### config.mk
export PLATFORM = sky130hd
export DESIGN_NAME = asram_ctrl
export DESIGN_NICKNAME = d
export VERILOG_FILES = /design/src/rtl/asram_pkg.sv /design/src/rtl/asram_timer.sv /design/src/rtl/asram_fsm.sv /design/src/rtl/asram_ctrl.sv
export SDC_FILE = /design/constraint.sdc
export NUM_CORES = 1
export LEC_CHECK = 0
export BUFFER_PORTS_ARGS = -buffer_cell sky130_fd_sc_hd__buf_2
export CAP_MARGIN = 20
export CORE_AREA = 2 2 84 62
export CTS_BUF_LIST = sky130_fd_sc_hd__clkbuf_4
export DETAILED_ROUTE_END_ITERATION = 12
export DIE_AREA = 0 0 86 64
export PLACE_DENSITY = 0.75
export REMOVE_ABC_BUFFERS = 1
export SETUP_SLACK_MARGIN = 0.05
export SKIP_LAST_GASP = 1
export SYNTH_ARGS = -nofsm -noshare
export SYNTH_HDL_FRONTEND = slang
export SYNTH_SLANG_ARGS = --single-unit
### constraint.sdc
create_clock -name clk -period 1.4 [get_ports clk]
set_clock_uncertainty 0.15 [all_clocks]
set_input_delay 0.28 -clock clk [delete_from_list [all_inputs] [get_ports clk]]
set_output_delay 0.28 -clock clk [all_outputs]
set_load 0.03 [all_outputs]
### src/rtl/asram_pkg.sv
package asram_pkg;

    typedef enum logic [2:0] {
        ST_IDLE,
        ST_RD_ACCESS,
        ST_WR_SETUP,
        ST_WR_PULSE,
        ST_WR_RECOVER
    } asram_state_e;

    // Round a nanosecond figure up to whole clock cycles, never below one.
    function automatic int unsigned ns_to_cycles(int unsigned ns, int unsigned clk_ns);
        int unsigned c;
        c = (ns + clk_ns - 1) / clk_ns;
        if (c < 1) c = 1;
        return c;
    endfunction

    function automatic int unsigned max2(int unsigned a, int unsigned b);
        return (a > b) ? a : b;
    endfunction

endpackage

### src/rtl/asram_timer.sv
module asram_timer #(
    parameter int unsigned CW   = 4,
    parameter int unsigned MAXV = 15
) (
    input  logic          clk,
    input  logic          rst_n,
    input  logic          load,
    input  logic [CW-1:0] load_val,
    output logic          done
);

    logic [CW-1:0] cnt;

    always_ff @(posedge clk or negedge rst_n) begin
        if (!rst_n) begin
            cnt <= '0;
        end else if (load) begin
            cnt <= load_val;
        end else if (cnt != '0) begin
            cnt <= cnt - 1'b1;
        end
    end

    assign done = (cnt == '0);

    AST_TIMER_BOUND: assert property (@(posedge clk) disable iff (!rst_n)
        cnt <= CW'(MAXV));

endmodule

### src/rtl/asram_fsm.sv
module asram_fsm
    import asram_pkg::*;
#(
    parameter int unsigned CW      = 4,
    parameter int unsigned RD_LOAD = 0,
    parameter int unsigned AS_LOAD = 0,
    parameter int unsigned WR_LOAD = 0,
    parameter int unsigned TR_LOAD = 0
) (
    input  logic          clk,
    input  logic          rst_n,
    input  logic          req,
    input  logic          req_we,
    input  logic          tmr_done,
    output logic          tmr_load,
    output logic [CW-1:0] tmr_val,
    output logic          capture,
    output logic          ready,
    output logic          rvalid,
    output logic          ce_n,
    output logic          oe_n,
    output logic          we_n,
    output logic          dq_oe
);

    asram_state_e state, state_nxt;
    logic         accept;

    assign accept = req && ready;

    always_comb begin
        state_nxt = state;
        unique case (state)
            ST_IDLE:       if (accept) state_nxt = req_we ? ST_WR_SETUP : ST_RD_ACCESS;
            ST_RD_ACCESS:  if (tmr_done) state_nxt = ST_IDLE;
            ST_WR_SETUP:   if (tmr_done) state_nxt = ST_WR_PULSE;
            ST_WR_PULSE:   if (tmr_done) state_nxt = ST_WR_RECOVER;
            ST_WR_RECOVER: if (tmr_done) state_nxt = ST_IDLE;
            default:       state_nxt = ST_IDLE;
        endcase
    end

    assign capture  = (state == ST_RD_ACCESS) && tmr_done;
    assign tmr_load = (state_nxt != state);

    always_comb begin
        tmr_val = '0;
        unique case (state_nxt)
            ST_RD_ACCESS:  tmr_val = CW'(RD_LOAD);
            ST_WR_SETUP:   tmr_val = CW'(AS_LOAD);
            ST_WR_PULSE:   tmr_val = CW'(WR_LOAD);
            ST_WR_RECOVER: tmr_val = CW'(TR_LOAD);
            default:       tmr_val = '0;
        endcase
    end

    // State register
    always_ff @(posedge clk or negedge rst_n) begin
        if (!rst_n) state <= ST_IDLE;
        else        state <= state_nxt;
    end

    // Registered outputs decoded from the next state
    always_ff @(posedge clk or negedge rst_n) begin
        if (!rst_n) begin
            ce_n   <= 1'b1;
            oe_n   <= 1'b1;
            we_n   <= 1'b1;
            dq_oe  <= 1'b0;
            ready  <= 1'b1;
            rvalid <= 1'b0;
        end else begin
            rvalid <= capture;
            unique case (state_nxt)
                ST_IDLE: begin
                    ce_n <= 1'b1; oe_n <= 1'b1; we_n <= 1'b1; dq_oe <= 1'b0; ready <= 1'b1;
                end
                ST_RD_ACCESS: begin
                    ce_n <= 1'b0; oe_n <= 1'b0; we_n <= 1'b1; dq_oe <= 1'b0; ready <= 1'b0;
                end
                ST_WR_SETUP, ST_WR_RECOVER: begin
                    ce_n <= 1'b0; oe_n <= 1'b1; we_n <= 1'b1; dq_oe <= 1'b0; ready <= 1'b0;
                end
                ST_WR_PULSE: begin
                    ce_n <= 1'b0; oe_n <= 1'b1; we_n <= 1'b0; dq_oe <= 1'b1; ready <= 1'b0;
                end
                default: begin
                    ce_n <= 1'b1; oe_n <= 1'b1; we_n <= 1'b1; dq_oe <= 1'b0; ready <= 1'b1;
                end
            endcase
        end
    end

    AST_RVALID_ONE: assert property (@(posedge clk) disable iff (!rst_n)
        rvalid |=> !rvalid);
    AST_CAPTURE_ONLY_READ: assert property (@(posedge clk) disable iff (!rst_n)
        capture |-> (!oe_n && we_n && !ce_n));

endmodule

### src/rtl/asram_ctrl.sv
module asram_ctrl
    import asram_pkg::*;
#(
    parameter int unsigned AW            = 19,
    parameter int unsigned DW            = 8,
    parameter int unsigned CLK_NS        = 20,
    parameter int unsigned RD_ACCESS_NS  = 8,
    parameter int unsigned ADDR_SETUP_NS = 0,
    parameter int unsigned WR_PULSE_NS   = 8,
    parameter int unsigned WR_DSETUP_NS  = 5,
    parameter int unsigned TURN_NS       = 3
) (
    input  logic          clk,
    input  logic          rst_n,
    input  logic          req,
    input  logic          req_we,
    input  logic [AW-1:0] req_addr,
    input  logic [DW-1:0] req_wdata,
    output logic          ready,
    output logic          rvalid,
    output logic [DW-1:0] rdata,
    output logic [AW-1:0] sram_addr,
    output logic          sram_ce_n,
    output logic          sram_oe_n,
    output logic          sram_we_n,
    output logic [DW-1:0] sram_dq_o,
    input  logic [DW-1:0] sram_dq_i,
    output logic          sram_dq_oe
);

    localparam int unsigned RD_CYC    = ns_to_cycles(RD_ACCESS_NS, CLK_NS);
    localparam int unsigned SETUP_CYC = ns_to_cycles(ADDR_SETUP_NS, CLK_NS);
    localparam int unsigned WR_CYC    = max2(ns_to_cycles(WR_PULSE_NS, CLK_NS),
                                             ns_to_cycles(WR_DSETUP_NS, CLK_NS));
    localparam int unsigned TURN_CYC  = ns_to_cycles(TURN_NS, CLK_NS);
    localparam int unsigned MAX_CYC   = max2(max2(RD_CYC, SETUP_CYC), max2(WR_CYC, TURN_CYC));
    localparam int unsigned CW        = (MAX_CYC > 1) ? $clog2(MAX_CYC) : 1;

    logic          tmr_load, tmr_done, capture;
    logic [CW-1:0] tmr_val;
    logic [AW-1:0] addr_q;
    logic [DW-1:0] wdata_q, rdata_q;
    logic          accept;

    assign accept = req && ready;

    asram_timer #(.CW(CW), .MAXV(MAX_CYC - 1)) u_timer (
        .clk      (clk),
        .rst_n    (rst_n),
        .load     (tmr_load),
        .load_val (tmr_val),
        .done     (tmr_done)
    );

    asram_fsm #(
        .CW      (CW),
        .RD_LOAD (RD_CYC - 1),
        .AS_LOAD (SETUP_CYC - 1),
        .WR_LOAD (WR_CYC - 1),
        .TR_LOAD (TURN_CYC - 1)
    ) u_fsm (
        .clk      (clk),
        .rst_n    (rst_n),
        .req      (req),
        .req_we   (req_we),
        .tmr_done (tmr_done),
        .tmr_load (tmr_load),
        .tmr_val  (tmr_val),
        .capture  (capture),
        .ready    (ready),
        .rvalid   (rvalid),
        .ce_n     (sram_ce_n),
        .oe_n     (sram_oe_n),
        .we_n     (sram_we_n),
        .dq_oe    (sram_dq_oe)
    );

    // Request latch: address and write byte held for the whole access
    always_ff @(posedge clk or negedge rst_n) begin
        if (!rst_n) begin
            addr_q  <= '0;
            wdata_q <= '0;
        end else if (accept) begin
            addr_q  <= req_addr;
            wdata_q <= req_wdata;
        end
    end

    // Read capture at the end of the access phase
    always_ff @(posedge clk or negedge rst_n) begin
        if (!rst_n)       rdata_q <= '0;
        else if (capture) rdata_q <= sram_dq_i;
    end

    assign sram_addr = addr_q;
    assign sram_dq_o = wdata_q;
    assign rdata     = rdata_q;

    AST_BUSY_HOLD: assert property (@(posedge clk) disable iff (!rst_n)
        (req && !ready) |=> ($stable(addr_q) && $stable(wdata_q)));
    AST_ADDR_HELD: assert property (@(posedge clk) disable iff (!rst_n)
        (!ready && $past(!ready)) |-> $stable(sram_addr));
    AST_WE_AFTER_CE: assert property (@(posedge clk) disable iff (!rst_n)
        $fell(sram_we_n) |-> $past(!sram_ce_n));
    AST_RD_AFTER_RELEASE: assert property (@(posedge clk) disable iff (!rst_n)
        $fell(sram_oe_n) |-> $past(!sram_dq_oe));
    AST_NO_OE_IN_WRITE: assert property (@(posedge clk) disable iff (!rst_n)
        !sram_we_n |-> sram_oe_n);
    AST_IDLE_DESELECT: assert property (@(posedge clk) disable iff (!rst_n)
        (ready && !$past(accept)) |-> (sram_ce_n && sram_we_n));

endmodule

==> metrics.md, run 1 <==
| Metric | Value |
|---|---|
| Status | finished with violations |
| Failing checks | negative setup slack |
| Total GRT Usage | 16.34% |
| Nets | 278 |
| Power Internal | 4661 uW |
| CTS tree | built |
| Hold Crit Class | in2reg |
| PortBufs | 79 |
| Top Usage Layer GRT | met2 |
| CTS sink cnt | 43 |
| M2 GR Usage | 29.55% |
| Hold path start | req_addr[15] |
| Area of placed instances | 2128 sq um |
| Die W | 86 microns |
| Post-synthesis cell area | 1603 sq um |
| Synth Register Bits | 43 |
| Placed cell count | 236 |
| Share of power burned in registers | 30.4% |
| Clk slew on worst S/H paths | 0.12 ns |
| CP max-delay cell | dfstp_2 |
| Primary FF master, synth | dfrtp_1 |
| Total number of vias | 1348 |
| Unrepaired setup endpoints after global routing | yes |
| Routing usage on met3 | 3.488% |
| Reg2reg end | sram_addr[5]$_DFFE_PN0P_ |
| Pre-antenna DRT Iters | 4 |
| CP Capture Type | primary output |
| Total core area | 4651 sq um |
| Leakage | 0.001473 uW |
| Worst-Margin Slew | 0.3470 ns |
| Final min period | 1.560 ns |
| GR Layer Usage met1 | 18.30% |
| Cts bufs inserted | 5 |
| Critical path endpoint | sram_ce_n |
| Cells after synthesis | 95 |
| Final instance area | 3035 sq um |
| Final setup margin | -0.1604 ns |
| FMAX | 0.6409 GHz |
| Max Cap Viol | 0 |
| 1st-iter DRT viols | 14 |
| Required time of the critical path | 0.97 ns |
| EDFF count, synth | 0 |
| Top post-synthesis cells by count | dfrtp_1, mux2_2, and3b_1, buf_4, dfstp_2 |
| GP Congestion | 0.6876 |
| Drc violations | 0 |
| Most frequent CP cell | buf_6 |
| Final period utilization | 111.5% |
| Ant diodes | 0 |
| Initial Util | 34.46% |
| Switching portion of total power | 37.58% |
| Pwr Total | 7467 uW |
| CTS H-Tree Depth | 2 |
| Reg-to-reg setup timing slack | -0.03 ns |
| Total grt overflow | 0 |
| Final setup viols | 29 |
| Reg-to-Reg Start | u_fsm.ready$_DFF_PN1_ |
| Synth unique cells | 16 |
| Crit-path cells | buf_6, buf_6 |
| Clock root cell | clkbuf_4 |
| Die area | 5504 sq um |
| Power per cell area | 2460 nW/um^2 |
| Fin Hold WS | 0.02131 ns |
| Detailed Route WL | 4674 microns |
| Initial antenna violation count | 0 |
| Critical path type | reg2out |
| Critical path fanouts, max | 3 |
| Reg2Reg Depth | 4 |
| Die Ht | 64 microns |
| Final ANT Viol Nets | 0 |
| Top-count cell post-synth | dfrtp_1 |
| Layout area overhead | 89.38% |
| Non-filler cells, final | 297 |
| Logic pwr share | 56.5% |
| Worst-skew pair later-pin latency | 0.35 ns |
| Yosys top cell by area | dfrtp_1 |
| Clk pwr share | 13.1% |
| Top cells by area, synth | dfrtp_1, mux2_2, dfstp_2, and3b_1, buf_4 |
| WL per Instance | 15.74 microns |
| CP arrival | 1.13 ns |
| Final Hold Viols | 0 |
| Mean Syn Cell Area | 16.87 sq um |
| P_sw | 2806 uW |
| Yosys warning count | 0 |
| FP Rows | 21 |
| Worst path max stage delay | 0.56 ns |
| Clock Path Buffers | 2 |
| Fraction of layout cells with a size suffix above 1 | 64.17% |
| Number of global-route vias before repair | 1403 |
| I/O pin total | 80 |
| Ys async rst share | 100.0% |
| Critical path origin | u_fsm.ready$_DFF_PN1_ |
| Synth top area share | 62.45% |
| Final Max Tran Viols | 0 |
| Rel. slew slack | 76.87% |
| VDD IR max | 1085 uV |
| Seq/Total Area, Yosys | 67.37% |
| Via density | 4.539 |
| Largest net degree at the start of global routing | 28 |
| HPWL Detailed | 2379 microns |
| Crit start category | flop |
| First-pass GRT wire length | 6748 microns |
layout by cell type (no fill, tap or decap), types with 2 or more instances in the layout:
cell type and instances:
dlygate4sd3_1 35, mux2_2 27, buf_4 22, buf_2 38, bufinv_16 2, buf_6 43, clkbuf_4 6, dfrtp_1 40
and3b_1 3, mux2_4 8, dfstp_2 3, buf_12 2
cell families after synthesis:
kind of cell / after synthesis / share of synthesized area [%]
AOI/OAI and AO/OA: 3 / 1.328
buffers and inverters: 4 / 2.108
DFF: 43 / 67.37
muxes: 35 / 24.59
and+or+nand+nor: 10 / 4.606
cell type report:
cell class                      count  area (sq um)
Fill cell                         342          1615
Clock buffer                        6         45.04
Timing Repair Buffer              141          1255
Clock inverter                      2         60.06
Tap cell                           57         71.32
Sequential cell                    43          1080
Multi-Input combinational cell     48         524.3
per-stage QoR:
step	util (%)	setup slack [ns]	setup TNS (ns)
3_3_place_gp	45.76	0.04940	0
3_5_place_dp	45.76	0.02536	0
5_1_grt	65.27	-0.2176	-2.212
2_1_floorplan	-	-0.4331	-9.057
4_1_cts	62.23	-0.1825	-0.8537
6_report	65.27	-0.1604	-0.6660
registers in the layout, summed over array words and instances, names as in the netlist:
signal        cells
u_fsm.oe_n        1
sram_addr        19
u_fsm.state       3
sram_dq_o         8
u_fsm.ready       1
u_fsm.dq_oe       1
u_fsm.rvalid      1
u_fsm.we_n        1
rdata             8
power by group through the flow:
| stage | registers (uW) | logic, uW | clock network (uW) |
|---|---|---|---|
| final | 2270 | 4220 | 978 |
| after floorplan | 3340 | 723 | 0 |
| after detailed placement | 2140 | 2900 | 0 |
| after global placement | 2110 | 2870 | 0 |
| after CTS | 2250 | 3890 | 999 |
| after global routing | 2330 | 4410 | 1070 |
per-layer routing:
layer  vias to the layer above  part of all wire [%]
met5                         -                     0
met4                         0                   1.9
met3                         9                   3.8
met2                        43                    57
met1                       670                    37
li1                        626                     -
how the worst min path moves through the flow:
stage	to	cells after the start
2_1_floorplan	rdata[0]$_DFFE_PN0P_	0
3_3_place_gp	sram_addr[14]$_DFFE_PN0P_	1
3_5_place_dp	sram_addr[14]$_DFFE_PN0P_	1
4_1_cts	sram_addr[2]$_DFFE_PN0P_	2
5_1_grt	sram_addr[15]$_DFFE_PN0P_	2
6_report	sram_addr[15]$_DFFE_PN0P_	2
repair_timing:
action / in CTS / in global routing
resized for setup: 91 / 4
setup buffers: 5 / 10
endpoints found under the hold margin: 75 / 2
cloned: 1 / 2
hold buffers: 33 / 2
pin swaps: 1 / 2
endpoints found under the setup margin: 48 / 77
critical path, delay by kind of cell, from the launching register on:
kind	cells	cell delay (ns)
flops	1	0.56
buf+inv	2	0.23
Note: power is estimated with default switching activity, not from simulation.
==> run 2: changes to the inputs <==
--- a/config.mk
+++ b/config.mk
@@ -13,4 +13,4 @@
 export DIE_AREA = 0 0 86 64
+export GPL_TIMING_DRIVEN = 1
 export PLACE_DENSITY = 0.75
-export REMOVE_ABC_BUFFERS = 1
 export SETUP_SLACK_MARGIN = 0.05
==> constraint.sdc (replaced) <==
create_clock -name clk -period 1.4 [get_ports clk]
set_clock_uncertainty 0.15 [all_clocks]
set_input_delay 0.21 -clock clk [delete_from_list [all_inputs] [get_ports clk]]
set_output_delay 0.21 -clock clk [all_outputs]
set_load 0.03 [all_outputs]
==> run 2 against run 1 <==
The run still ends with negative setup slack left. Final area shrank 9.4%. Core utilization fell by 6.2 points. Clock-buffer cell count is 1 higher. Global-route usage decreased by 1.9 points. Combinational power shrank 18%. Worst hold slack better by 0.084 ns. Critical path type unchanged. Critical endpoint is now ready.
==> metrics.md, run 2 (synthesis gave the netlist of run 1 again) <==
| Metric | Value |
|---|---|
| Status | finished with violations |
| Failing checks | negative setup slack |
| Most frequent CP cell | buf_6 |
| Max Cap Viol | 0 (unchanged) |
| WL per Instance | 13.84 microns (-12%) |
| Cts bufs inserted | 5 (unchanged) |
| Drc violations | 0 (unchanged) |
| FP Rows | 21 (unchanged) |
| Critical path type | reg2out |
| Total GRT Usage | 14.43% (-1.9 points) |
| CP arrival | 1.13 ns (about the same) |
| Final core utilization | 59.11% (-6.2 points) |
| Pre-antenna DRT Iters | 4 (unchanged) |
| Total number of vias | 1301 (-3.5%) |
| Final setup viols | 31 (+6.9%) |
| CP max-delay cell | dfstp_2 |
| Worst-Margin Slew | 0.2450 ns (-0.1020 ns) |
| Rel. slew slack | 83.61% (+6.7 points) |
| Total grt overflow | 0 (unchanged) |
| Initial Util | 34.46% (unchanged) |
| Final min period | 1.494 ns (-0.06671 ns) |
| 1st-iter DRT viols | 38 (+24) |
| Hold Crit Class | in2reg |
| Ant diodes | 0 (unchanged) |
| Leakage | 0.001347 uW (-8.6%) |
| Final Hold Viols | 0 (unchanged) |
| Nets | 269 (-3.2%) |
| Fraction of layout cells with a size suffix above 1 | 62.34% (-1.8 points) |
| Final Max Tran Viols | 0 (unchanged) |
| Pwr Total | 6223 uW (-17%) |
| HPWL Detailed | 2100 microns (-12%) |
| Final setup margin | -0.09370 ns (+0.06671 ns) |
| Required time of the critical path | 1.04 ns (+0.07 ns) |
| I/O pin total | 80 (unchanged) |
| Crit start category | flop |
| GP Congestion | 0.6952 (+1.1%) |
| Die area | 5504 sq um (unchanged) |
| Commonest cells after routing, fill and taps aside | buf_2, dfrtp_1, dlygate4sd3_1, mux2_2 |
| Initial antenna violation count | 0 (unchanged) |
| Syn Nets | 134 |
| Final period utilization | 106.7% (-4.8 points) |
| Clock Path Buffers | 2 (unchanged) |
| Clk slew on worst S/H paths | 0.12 ns (about the same) |
| Largest register FFs | 19 (unchanged) |
| Largest net degree at the start of global routing | 44 (+57%) |
| Worst-skew pair later-pin latency | 0.34 ns (about the same) |
| Layout area overhead | 71.51% |
| Setup WS pre-CTS | -0.003786 ns (-0.02914 ns) |
| PortBufs | 79 (unchanged) |
| Commonest non-fill, non-tap cell in the layout | buf_2 |
| Total core area | 4651 sq um (unchanged) |
| Die Ht | 64 microns (unchanged) |
| Clock root cell | clkbuf_4 |
| Critical path fanouts, max | 4 (+1) |
| Die W | 86 microns (unchanged) |
| CTS H-Tree Depth | 2 (unchanged) |
| CP Capture Type | primary output |
| First-pass GRT wire length | 6078 microns (-9.9%) |
| Detailed Route WL | 3987 microns (-15%) |
| Final ANT Viol Nets | 0 (unchanged) |
| Number of global-route vias before repair | 1382 (-1.5%) |
| Setup TNS | -1.405 ns (-0.7386 ns) |
| Via density | 4.517 (-0.47%) |
| VDD IR max | 1061 uV (-2.3%) |
| Unrepaired setup endpoints after global routing | yes |
| Power per cell area | 2264 nW/um^2 (-8.0%) |
| CTS sink cnt | 43 (unchanged) |
| FMAX | 0.6695 GHz (+4.5%) |
| Crit-path cells | buf_6, buf_6 |
| Worst path max stage delay | 0.56 ns (about the same) |
| CTS tree | built |
==> run 2: cell count changes in the layout (fill, tap and decap cells not counted), sizes merged <==
cell | before | now
bufinv | 2 | 0
clkbuf | 7 | 10
dlygate4sd3 | 35 | 37
clkinv | 0 | 1
buf | 105 | 92
==> run 2: routing by layer <==
layer,GRT usage (%),up-vias,routed length (microns)
li1,-,602,-
met1,16.56,628,1640
met2,24.03,60,1932
met3,4.910,11,301
met4,7.143,0,112
met5,0,-,0
==> run 2: metrics by stage <==
| step | cells | instance area, sq um | hold WS (ns) |
|---|---|---|---|
| global route | 288 | 2749 | 0.08225 |
| finish | 288 | 2749 | 0.1057 |
| floorplan | 95 | 1612 | -0.2356 |
| global placement | 232 | 2103 | 0.04986 |
| detailed placement | 232 | 2103 | 0.05101 |
| CTS | 282 | 2641 | 0.02808 |
==> run 2: critical path: cells and delay by family (launching register included) <==
family / cells / cell delay (ns)
flops: 1 / 0.56
buf+inv: 2 / 0.24
==> run 2: repair_timing <==
action / in CTS / in global routing
pin swaps: 1 / 0
endpoints found under the setup margin: 13 / 44
buffers inserted: 4 / 3
hold buffers: 37 / 0
cloned: 1 / 3
resized for setup: 20 / 8
endpoints found under the hold margin: 79 / 0
==> run 2: power breakdown <==
part	switching, uW	total, uW	leakage, uW	internal [uW]
registers	307	2160	0.000506	1850
logic	1920	3450	0.000804	1530
clock network	378	613	0.0000361	235
==> run 2: cell type report <==
type,count,area (sq um)
Fill cell,359,1902
Sequential cell,43,1080
Timing Repair Buffer,132,997.2
Multi-Input combinational cell,48,543.0
Tap cell,57,71.32
Clock buffer,7,52.55
Clock inverter,1,5.005
==> run 2: final timing paths <==
path / cells past startpoint / endpoint / slack (ns) / from
worst max-delay path: 2 / ready / -0.09 / u_fsm.ready$_DFF_PN1_
worst min-delay path: 3 / u_fsm.oe_n$_DFF_PN1_ / 0.11 / req
worst max register to register: 4 / sram_addr[11]$_DFFE_PN0P_ / -0.07 / u_fsm.ready$_DFF_PN1_
worst min register to register: 1 / sram_addr[7]$_DFFE_PN0P_ / 0.36 / sram_addr[7]$_DFFE_PN0P_
max in group asynchronous: 3 / u_fsm.we_n$_DFF_PN1_ / 0.64 / rst_n
min in group asynchronous: 3 / sram_dq_o[6]$_DFFE_PN0P_ / 0.20 / rst_n
